[src/rtl/vdma_pkg.sv]
package vdma_pkg;
  localparam int BYTE_W = 8;
  localparam int LEN_W  = 16;
  localparam int SRC_W  = 22;
  localparam int REG_IDX_W = 5;

  localparam logic [REG_IDX_W-1:0] IDX_MODE2  = 5'd1;
  localparam logic [REG_IDX_W-1:0] IDX_STEP   = 5'd15;
  localparam logic [REG_IDX_W-1:0] IDX_LEN_LO = 5'd19;
  localparam logic [REG_IDX_W-1:0] IDX_LEN_HI = 5'd20;
  localparam logic [REG_IDX_W-1:0] IDX_SRC_LO = 5'd21;
  localparam logic [REG_IDX_W-1:0] IDX_SRC_MD = 5'd22;
  localparam logic [REG_IDX_W-1:0] IDX_SRC_HI = 5'd23;
  localparam int EN_BIT = 4;

  typedef enum logic [1:0] {MV_EXT, MV_FILL, MV_COPY} move_e;

  typedef enum logic [3:0] {
    S_IDLE, S_REQ, S_EXT_RD, S_WR_HI, S_WR_LO,
    S_FILL_WAIT, S_FILL_WR, S_CP_RD, S_CP_WR
  } state_e;

  function automatic move_e decode_move(input logic [1:0] sel);
    if (!sel[1])     return MV_EXT;
    else if (sel[0]) return MV_COPY;
    else             return MV_FILL;
  endfunction
endpackage

[src/rtl/vdma_regs.sv]
module vdma_regs
  import vdma_pkg::*;
(
  input  logic                  clk_i,
  input  logic                  rst_ni,
  input  logic                  reg_wr_i,
  input  logic [REG_IDX_W-1:0]  reg_addr_i,
  input  logic [BYTE_W-1:0]     reg_data_i,
  output logic                  dma_en_o,
  output logic [BYTE_W-1:0]     step_o,
  output logic [LEN_W-1:0]      len_o,
  output logic [SRC_W-1:0]      src_o,
  output move_e                 move_o
);
  logic            en_q;
  logic [7:0]      step_q, len_lo_q, len_hi_q, src_lo_q, src_md_q, src_hi_q;

  always_ff @(posedge clk_i or negedge rst_ni) begin
    if (!rst_ni) begin
      en_q     <= 1'b0;
      step_q   <= '0;
      len_lo_q <= '0;
      len_hi_q <= '0;
      src_lo_q <= '0;
      src_md_q <= '0;
      src_hi_q <= '0;
    end else if (reg_wr_i) begin
      case (reg_addr_i)
        IDX_MODE2:  en_q     <= reg_data_i[EN_BIT];
        IDX_STEP:   step_q   <= reg_data_i;
        IDX_LEN_LO: len_lo_q <= reg_data_i;
        IDX_LEN_HI: len_hi_q <= reg_data_i;
        IDX_SRC_LO: src_lo_q <= reg_data_i;
        IDX_SRC_MD: src_md_q <= reg_data_i;
        IDX_SRC_HI: src_hi_q <= reg_data_i;
        default: ;
      endcase
    end
  end

  assign dma_en_o = en_q;
  assign step_o   = step_q;
  assign len_o    = {len_hi_q, len_lo_q};
  assign src_o    = {src_hi_q[5:0], src_md_q, src_lo_q};
  assign move_o   = decode_move(src_hi_q[7:6]);
endmodule

[src/rtl/vdma_len_ctr.sv]
module vdma_len_ctr
  import vdma_pkg::*;
(
  input  logic             clk_i,
  input  logic             rst_ni,
  input  logic             load_i,
  input  logic [LEN_W-1:0] len_i,
  input  logic             dec_i,
  output logic             last_o
);
  logic [LEN_W-1:0] cnt_q;

  always_ff @(posedge clk_i or negedge rst_ni) begin
    if (!rst_ni)     cnt_q <= '0;
    else if (load_i) cnt_q <= (len_i == '0) ? {LEN_W{1'b1}} : len_i;
    else if (dec_i)  cnt_q <= cnt_q - 1'b1;
  end

  assign last_o = (cnt_q == LEN_W'(1));

  AST_LOAD_NONZERO: assert property (@(posedge clk_i) disable iff (!rst_ni)
    load_i |=> cnt_q != '0);
  AST_NO_UNDERFLOW: assert property (@(posedge clk_i) disable iff (!rst_ni)
    dec_i |-> cnt_q != '0);
endmodule

[src/rtl/vdma_seq.sv]
module vdma_seq
  import vdma_pkg::*;
#(
  parameter int ADDR_W = 16
) (
  input  logic              clk_i,
  input  logic              rst_ni,
  input  logic              start_i,
  input  logic [ADDR_W-1:0] dst_i,
  input  logic              dma_en_i,
  input  move_e             move_i,
  input  logic [SRC_W-1:0]  src_i,
  input  logic [BYTE_W-1:0] step_i,
  input  logic              data_wr_i,
  input  logic [15:0]       data_i,
  input  logic              cnt_last_i,
  output logic              load_o,
  output logic              dec_o,
  output logic              bus_hold_o,
  input  logic              ext_gnt_i,
  output logic              ext_rd_o,
  output logic [SRC_W-1:0]  ext_addr_o,
  input  logic              ext_ack_i,
  input  logic [15:0]       ext_data_i,
  output logic              vram_we_o,
  output logic [ADDR_W-1:0] vram_waddr_o,
  output logic [BYTE_W-1:0] vram_wdata_o,
  output logic              vram_re_o,
  output logic [ADDR_W-1:0] vram_raddr_o,
  input  logic [BYTE_W-1:0] vram_rdata_i,
  output logic              busy_o
);
  state_e             st_q, st_d;
  logic [SRC_W-1:0]   src_q;
  logic [ADDR_W-1:0]  dst_q;
  logic [BYTE_W-1:0]  step_q;
  logic [15:0]        word_q;
  logic               accept, advance;

  assign accept  = (st_q == S_IDLE) && start_i && dma_en_i;
  assign advance = (st_q == S_WR_LO) || (st_q == S_FILL_WR) || (st_q == S_CP_WR);

  always_comb begin
    st_d = st_q;
    case (st_q)
      S_IDLE: if (accept) begin
        case (move_i)
          MV_EXT:  st_d = S_REQ;
          MV_FILL: st_d = S_FILL_WAIT;
          default: st_d = S_CP_RD;
        endcase
      end
      S_REQ:       if (ext_gnt_i) st_d = S_EXT_RD;
      S_EXT_RD:    if (ext_ack_i) st_d = S_WR_HI;
      S_WR_HI:     st_d = S_WR_LO;
      S_WR_LO:     st_d = cnt_last_i ? S_IDLE : S_REQ;
      S_FILL_WAIT: if (data_wr_i) st_d = S_FILL_WR;
      S_FILL_WR:   st_d = cnt_last_i ? S_IDLE : S_FILL_WR;
      S_CP_RD:     st_d = S_CP_WR;
      S_CP_WR:     st_d = cnt_last_i ? S_IDLE : S_CP_RD;
      default:     st_d = S_IDLE;
    endcase
  end

  always_ff @(posedge clk_i or negedge rst_ni) begin
    if (!rst_ni) begin
      st_q   <= S_IDLE;
      src_q  <= '0;
      dst_q  <= '0;
      step_q <= '0;
      word_q <= '0;
    end else begin
      st_q <= st_d;
      if (accept) begin
        src_q  <= src_i;
        dst_q  <= dst_i;
        step_q <= step_i;
      end
      if (st_q == S_EXT_RD && ext_ack_i)       word_q <= ext_data_i;
      if (st_q == S_FILL_WAIT && data_wr_i)    word_q <= data_i;
      if (advance) begin
        dst_q <= dst_q + ADDR_W'(step_q);
        if (st_q != S_FILL_WR) src_q <= src_q + 1'b1;
      end
    end
  end

  assign load_o     = accept;
  assign dec_o      = advance;
  assign busy_o     = (st_q != S_IDLE);
  assign bus_hold_o = (st_q == S_REQ) || (st_q == S_EXT_RD) ||
                      (st_q == S_WR_HI) || (st_q == S_WR_LO);
  assign ext_rd_o   = (st_q == S_EXT_RD);
  assign ext_addr_o = src_q;
  assign vram_re_o  = (st_q == S_CP_RD);
  assign vram_raddr_o = src_q[ADDR_W-1:0];
  assign vram_we_o  = (st_q == S_WR_HI) || advance;
  assign vram_waddr_o = (st_q == S_WR_LO) ? dst_q + 1'b1 : dst_q;

  always_comb begin
    case (st_q)
      S_WR_HI: vram_wdata_o = word_q[15:8];
      S_CP_WR: vram_wdata_o = vram_rdata_i;
      default: vram_wdata_o = word_q[7:0];
    endcase
  end

  AST_RD_GRANTED: assert property (@(posedge clk_i) disable iff (!rst_ni)
    ext_rd_o |-> ext_gnt_i);
  AST_HOLD_DROPS: assert property (@(posedge clk_i) disable iff (!rst_ni)
    $fell(busy_o) |-> !bus_hold_o);
  AST_WR_WHILE_BUSY: assert property (@(posedge clk_i) disable iff (!rst_ni)
    vram_we_o |-> busy_o);
  AST_RW_EXCLUSIVE: assert property (@(posedge clk_i) disable iff (!rst_ni)
    !(vram_we_o && vram_re_o));
  AST_LOCAL_NO_HOLD: assert property (@(posedge clk_i) disable iff (!rst_ni)
    (vram_re_o || (st_q == S_FILL_WAIT)) |-> !bus_hold_o && !ext_rd_o);
endmodule

[src/rtl/vram_dma.sv]
module vram_dma
  import vdma_pkg::*;
#(
  parameter int ADDR_W = 16
) (
  input  logic              clk_i,
  input  logic              rst_ni,
  input  logic              reg_wr_i,
  input  logic [4:0]        reg_addr_i,
  input  logic [7:0]        reg_data_i,
  input  logic              start_i,
  input  logic [ADDR_W-1:0] dst_addr_i,
  input  logic              data_wr_i,
  input  logic [15:0]       data_i,
  output logic              bus_hold_o,
  input  logic              ext_gnt_i,
  output logic              ext_rd_o,
  output logic [21:0]       ext_addr_o,
  input  logic              ext_ack_i,
  input  logic [15:0]       ext_data_i,
  output logic              vram_we_o,
  output logic [ADDR_W-1:0] vram_waddr_o,
  output logic [7:0]        vram_wdata_o,
  output logic              vram_re_o,
  output logic [ADDR_W-1:0] vram_raddr_o,
  input  logic [7:0]        vram_rdata_i,
  output logic              busy_o
);
  logic              dma_en;
  logic [BYTE_W-1:0] step;
  logic [LEN_W-1:0]  len;
  logic [SRC_W-1:0]  src;
  move_e             move;
  logic              load, dec, last;

  vdma_regs u_regs (
    .clk_i, .rst_ni, .reg_wr_i, .reg_addr_i, .reg_data_i,
    .dma_en_o(dma_en), .step_o(step), .len_o(len), .src_o(src), .move_o(move)
  );

  vdma_len_ctr u_ctr (
    .clk_i, .rst_ni, .load_i(load), .len_i(len), .dec_i(dec), .last_o(last)
  );

  vdma_seq #(.ADDR_W(ADDR_W)) u_seq (
    .clk_i, .rst_ni, .start_i, .dst_i(dst_addr_i), .dma_en_i(dma_en),
    .move_i(move), .src_i(src), .step_i(step), .data_wr_i, .data_i,
    .cnt_last_i(last), .load_o(load), .dec_o(dec), .bus_hold_o,
    .ext_gnt_i, .ext_rd_o, .ext_addr_o, .ext_ack_i, .ext_data_i,
    .vram_we_o, .vram_waddr_o, .vram_wdata_o, .vram_re_o, .vram_raddr_o,
    .vram_rdata_i, .busy_o
  );

  AST_START_GATED: assert property (@(posedge clk_i) disable iff (!rst_ni)
    (start_i && !dma_en && !busy_o) |=> !busy_o);
endmodule

[config.mk]
export PLATFORM = sky130hd
export DESIGN_NAME = vram_dma
export DESIGN_NICKNAME = d
export VERILOG_FILES = /design/src/rtl/vdma_pkg.sv /design/src/rtl/vdma_regs.sv /design/src/rtl/vdma_len_ctr.sv /design/src/rtl/vdma_seq.sv /design/src/rtl/vram_dma.sv
export SDC_FILE = /design/constraint.sdc
export NUM_CORES = 1
export LEC_CHECK = 0
export ABC_AREA = 1
export BUFFER_PORTS_ARGS = -buffer_cell sky130_fd_sc_hd__buf_2
export CORE_UTILIZATION = 50
export CTS_BUF_LIST = sky130_fd_sc_hd__clkbuf_8
export DETAILED_ROUTE_END_ITERATION = 6
export GPL_ROUTABILITY_DRIVEN = 0
export PLACE_DENSITY_LB_ADDON = 0.12
export SLEW_MARGIN = 15
export SYNTH_ARGS = -nofsm -noshare
export SYNTH_HDL_FRONTEND = slang
export SYNTH_HIERARCHICAL = 1
export SYNTH_SLANG_ARGS = --single-unit
[constraint.sdc]
create_clock -name clk_i -period 1.8 [get_ports clk_i]
set_input_delay 0.18 -clock clk_i [delete_from_list [all_inputs] [get_ports clk_i]]
set_output_delay 0.18 -clock clk_i [all_outputs]
set_load 0.02 [all_outputs]
== Yosys cells after proc, flatten, opt, wreduce, memory -nomap -nowiden ==
Index checks and enable logic that the tools add are counted.
Storage, ports and cells
  register bits: 131
  input bits: 76
  output and inout bits: 67
  word-level logic and storage cells: 86
Operators by class
  $add $sub $neg: 4
  equal/unequal tests: 22
  multiplexer cells: 23
  reductions and logical operators: 24
Operators by type and width (count)
  $mux W16: 8
  $mux W22: 3
  $pmux W4 S9: 1
  $eq A5 B5 Y1 const B: 5
  $add A22 B1 Y22 const B: 1
  $add A16 B1 Y16 const B: 1
  $add A16 B8 Y16: 1
  $eq A16 B1 Y1 const B: 1
  $eq A4 B3 Y1 const B: 4
  $logic_not A16 Y1: 1
  $mux W4: 4
  $pmux W8 S2: 1
  $sub A16 B1 Y16 const B: 1
  $reduce_and A2 Y1: 7
  $eq A4 B2 Y1 const B: 2
  $logic_or A1 B1 Y1: 6
  $mux W3: 2
  $ne A2 B2 Y1 const B: 3
  $pmux W3 S2: 1
  $eq A5 B1 Y1 const B: 1
  $eq A5 B4 Y1 const B: 1
  $eq A4 B1 Y1 const B: 1
  $eq A4 B4 Y1 const B: 1
  $logic_and A1 B1 Y1: 4
  10 further kinds: 12

== Depth between registers and ports, before layout ==
  depth in word-level cells: 6
  depth in mapped cells: 12
  depth with buffers taken out: 11

== Modules after synthesis ==
Netlist, hierarchy kept.
Modules (own cells, without submodules)
  vdma_seq: instances 1, cells an instance 699, area each 4797.1 um2, seq. area each 1651.6 um2
  vdma_regs: instances 1, cells an instance 240, area each 2120.8 um2, seq. area each 1226.2 um2
  vdma_len_ctr: instances 1, cells an instance 203, area each 1356.3 um2, seq. area each 400.4 um2

== Worst setup path after synthesis ==
OpenSTA, ideal clock, no wires.
  path kind: flip-flop to flip-flop
  start point: reg u_seq.st_q[0]
  end point: reg u_ctr.cnt_q[0]
  library setup time: 0.127 ns
  arrival time: 1.744 ns
  data required time: 1.673 ns
  path slack: -0.070 ns
  stages on the path, launching flop included: 12
  path buffers: 3
  clock period less this slack: 1.870 ns
  path through: dfrtp_1 -> buf_6 -> nor2_8 -> nand2_2 -> nor2_4 -> buf_2 -> inv_2 -> buf_2 -> nor2_1 -> nand2_1 -> o211ai_1 -> o21ai_1
Between the ends
  cells in the longest elaborated chain, start to end: 4
  elaborated cells on any way between the ends: 10
  classes of those cells: eq/ne: 3; mux: 1; reduce/logical: 6
Ends and longest elaborated chain
  from (decl): RTL line vdma_seq.sv:33  | state_e st_q, st_d;
  from (signal assigned): RTL line vdma_seq.sv:73  | st_q <= st_d;
  $logic_not A4 Y1 (*): RTL line vdma_seq.sv:40  | assign accept = (st_q == S_IDLE) && start_i && dma_en_i;
  $logic_and A1 B1 Y1 (*) (2 in a row): RTL line vdma_seq.sv:40
  named net load: RTL line vram_dma.sv:34  | logic load, dec, last;
  $mux W16 or $reduce_bool A2 Y1 (tied branches)
  to (signal assigned): RTL line vdma_len_ctr.sv:15  | else if (load_i) cnt_q <= (len_i == '0) ? {LEN_W{1'b1}} : len_i;
  to (signal assigned): RTL line vdma_len_ctr.sv:16  | else if (dec_i) cnt_q <= cnt_q - 1'b1;
  to (decl): RTL line vdma_len_ctr.sv:11  | logic [LEN_W-1:0] cnt_q;
Mark *: on every way through the listed nets, which the timed path passes. The rest lies on a longest branch.
A chain may end at the register's enable or synchronous reset.

== Final worst setup path ==
  start point: reg u_seq.st_q[3]
  end point: out vram_waddr_o[15]
Between the ends
  cells in the longest elaborated chain, start to end: 2
Ends and longest elaborated chain
  $eq A4 B3 Y1: RTL line vdma_seq.sv:98  | assign vram_waddr_o = (st_q == S_WR_LO) ? dst_q + 1'b1 : dst_q;
  $mux W16: RTL line vdma_seq.sv:98
  to (decl): RTL line vram_dma.sv:22  | output logic [ADDR_W-1:0] vram_waddr_o,
Every way passes these cells.

==> impl_metrics.csv <==
group,metric,value,unit
drt,vias,8217,
yosys,syn_nets,1231,
cells_and_area,fillers,1358,
timing,layout_min_cycle_time,2.20,ns
timing,hold_ws,0.0147,ns
status,failed_checks,"negative setup slack",
drt,wl,22.6,mm
placed_design,portBuffers,142,
setup_path,slowest_stage,"dfrtp_1",
placed_design,place_area,9410,sq um
job,cap_violations,0,
drt,wl_per_cell,14.3,um
placed_design,hpwl,15.7,mm
power,seq_power_share,0.317,
clock_network,clk_path_buf_depth,2,
yosys,yosysTopAreaCell,"dfrtp_1",
cells_and_area,finish.instance_area,10800,sq um
power,pwr-share-comb,0.501,
drt,via_per_inst,5.21,
power,pwr-share-clk,0.182,
timing,finalHoldViolations,0,
timing,fmax,454,MHz
timing,rsz0062_at_grt,"yes",
floorplan,initial_utilization,0.517,
timing,finalSetupViolCount,27,
clock_network,clkTransAtPathRegs,0.08,ns
yosys,synth_ff_type,"dfrtp_1",
status,status,"complete, but fails checks",
yosys,synth.distinct_cells,45,
cells_and_area,num-nets-final,1438,
cells_and_area,mostFrequentLayoutCell,"nand2_1",
clock_network,cts_made_buffers,17,
grt,grt_antenna_before_repair,0,
power,p_int,8.85,mW
floorplan,pin_count,143,
clock_network,cts_tree,"done",
grt,grt_max_degree,49,
cells_and_area,final_layout_size_suffix_gt1_frac,0.281,
grt,grt_overflow_total,0,
clock_network,cts_root_buf,"clkbuf_8",
cells_and_area,syn_to_final_growth,29.9,%
cells_and_area,regArea,3280,sq um
setup_path,required,1.62,ns
timing,finalMaxSlewViolations,0,
power,ir_worst_vdd,0.00103,V
yosys,synth_edf_count,0,
grt,grt.total_usage,0.264,
yosys,synth_area_leaders,"dfrtp_1 40%, nand2_1 17%, nand3_1 7.3%, nor2_1 4.9%, inv_1 3.9%",
drt,first_pass_iters,5,
power,p_switching,7.16,mW
timing,relSlewSlack,0.677,
clock_network,h-tree-depth,4,
yosys,syn_inst,1142,
clock_network,clock_sinks,131,
hold_path,hold_path_depth,3,
timing,skew,0.00797,ns
cells_and_area,antenna_cells,0,
hold_path,hp-class,"input pin to flip-flop",
drt,drt-initial-drc-count,548,
setup_path,crit_type,"flip-flop to output pin",
yosys,yosysTopAreaCellShare,0.396,
timing,worst_pin_slew,0.484,ns
floorplan,die_w,131,um
yosys,ys_async_sr_fraction,1.00,
yosys,yosysSeqAreaShare,0.396,
setup_path,crit_arrival,2.02,ns
setup_path,crit_path_frequent_cell,"nor2_4",
setup_path,path_cells,"nor2_4 -> nand2_4 -> nor2_4 -> nand4_1 -> nor2_2 -> nand2_1 -> xor2_1 -> buf_4",
floorplan,dieArea,17100,sq um
grt,grt_pass1_vias,7334,
yosys,yosys_register_bits,131,
power,p_leak,5.50,nW
clock_network,clkLatencyLatePin,0.45,ns
floorplan,num_rows,46,
yosys,syn_area_per_cell,7.25,sq um
setup_path,slowest_delay,0.45,ns
cells_and_area,multi_input_area,4600,sq um
setup_path,start_kind,"flip-flop",
yosys,yosys_warnings,6,
drt,drc,0,
power,netSwitchingFraction,0.447,
timing,worst_slack,-0.402,ns
setup_path,critPathCaptureType,"output pin",
grt,grt_pass1_wl,35.1,mm
floorplan,core-area,16000,sq um
floorplan,die_h,131,um
power,power_density,1490,nW/um^2
timing,post-route-period-util,1.22,
yosys,synth_area,8270,sq um
cells_and_area,layout_common_cells,"353 x nand2_1, 127 x dfrtp_1, 120 x buf_2, 114 x nand3_1, 97 x nor2_1",
drt,postRouteAntennaNets,0,
setup_path,reg2reg_depth,11,
setup_path,cp_max_fo,3,
## stage by stage
stage	TNS, ns	power (mW)	utilization	cells	setup WS, ns
detailed placement	-0.268	12.0	0.588	1501	-0.0459
CTS	-6.47	15.4	0.650	1563	-0.441
global placement	0	11.9	0.588	1501	0.0152
floorplan	-0.00439	9.98	-	1142	-0.00439
global route	-11.99	17.1	0.672	1578	-0.550
finish	-7.15	16.0	0.672	1578	-0.402
## routing by layer
metal	share of wire	wire length (um)	up-vias	track usage
met5	0	0	-	0
met4	0.017	385	0	0.0751
met3	0.054	1230	30	0.0440
met2	0.48	10900	271	0.439
met1	0.45	10100	3829	0.356
li1	-	-	4087	-
## area by class of cell
type	count	area share
Timing Repair Buffer	239	0.160
Tap cell	216	0.0251
Clock buffer	17	0.0218
Clock inverter	15	0.0214
Sequential cell	131	0.305
Multi-Input combinational cell	854	0.428
Inverter	106	0.0389
## flip-flops by register name, summed over array words and instances (netlist names), 8 cells and up
signal,count
u_regs/src_md_q,8
u_seq/word_q,16
u_seq/step_q,8
u_seq/dst_q,16
u_regs/step_o,8
u_regs/len_lo_q,8
u_seq/ext_addr_o,22
u_regs/src_hi_q,8
u_regs/src_lo_q,8
u_ctr/cnt_q,16
u_regs/len_hi_q,8
## worst paths after layout
kind | startpoint | to | slack (ns)
max | u_seq/st_q[3]$_DFFE_PN0P_ | vram_waddr_o[15] | -0.40
min | ext_data_i[1] | u_seq/word_q[1]$_DFFE_PN0P_ | 0.01
max reg2reg | u_seq/st_q[2]$_DFFE_PN0P_ | u_ctr/cnt_q[15]$_DFFE_PN0P_ | 0.02
min reg2reg | u_regs/step_o[2]$_DFFE_PN0P_ | u_regs/step_o[2]$_DFFE_PN0P_ | 0.48
max in group asynchronous | rst_ni | u_regs/src_hi_q[0]$_DFFE_PN0P_ | 0.98
min in group asynchronous | rst_ni | u_seq/dst_q[15]$_DFFE_PN0P_ | 0.22
## kinds of logic after synthesis
| kind of cell | Yosys count | share of synthesized area |
|---|---|---|
| adder cells (fa/ha/maj) | 13 | 0.0206 |
| buffers and inverters | 157 | 0.0892 |
| flip-flops | 131 | 0.396 |
| multiplexers | 2 | 0.00257 |
| AO/OA/AOI/OAI | 133 | 0.0933 |
| AND/OR/NAND/NOR | 675 | 0.365 |
| XOR/XNOR | 31 | 0.0328 |
## critical path, delay by kind of cell (launching register included)
kind                   cells  cell delay, ns
AND/OR/NAND/NOR            6            0.83
flip-flops                 1            0.45
XOR/XNOR                   1            0.14
buffers and inverters      1            0.16
## power by group through the flow
stage / registers, mW / clock network (mW) / logic, mW
global route: 5.20 / 3.09 / 8.84
global placement: 5.04 / 0 / 6.84
CTS: 5.03 / 2.98 / 7.39
detailed placement: 5.06 / 0 / 6.95
finish: 5.07 / 2.91 / 8.02
floorplan: 5.11 / 0 / 4.87
## synthesized netlist by cell type, types with 6 or more instances
cell      count
xnor2_1       6
nor2_1      108
ha_1         12
xor2_1       25
o21ai_0      40
nand4_1      10
o211ai_1     19
nor2_2       16
nand2_1     366
dfrtp_1     131
o21ai_1      32
buf_2        17
nand2_2      14
inv_1        87
nor3_1        8
nand3_1     121
a21oi_1      16
o22ai_1      10
buf_4        26
inv_2        18
nor2_4       10
## what timing repair did
action / CTS / global route
endpoints found under the hold margin: 67 / 0
hold buffers: 25 / 0
setup buffers: 6 / 17
setup endpoints to repair: 32 / 71
gates resized for setup: 65 / 66
pin swaps: 14 / 23
Note: power is estimated with default switching activity, not from simulation.
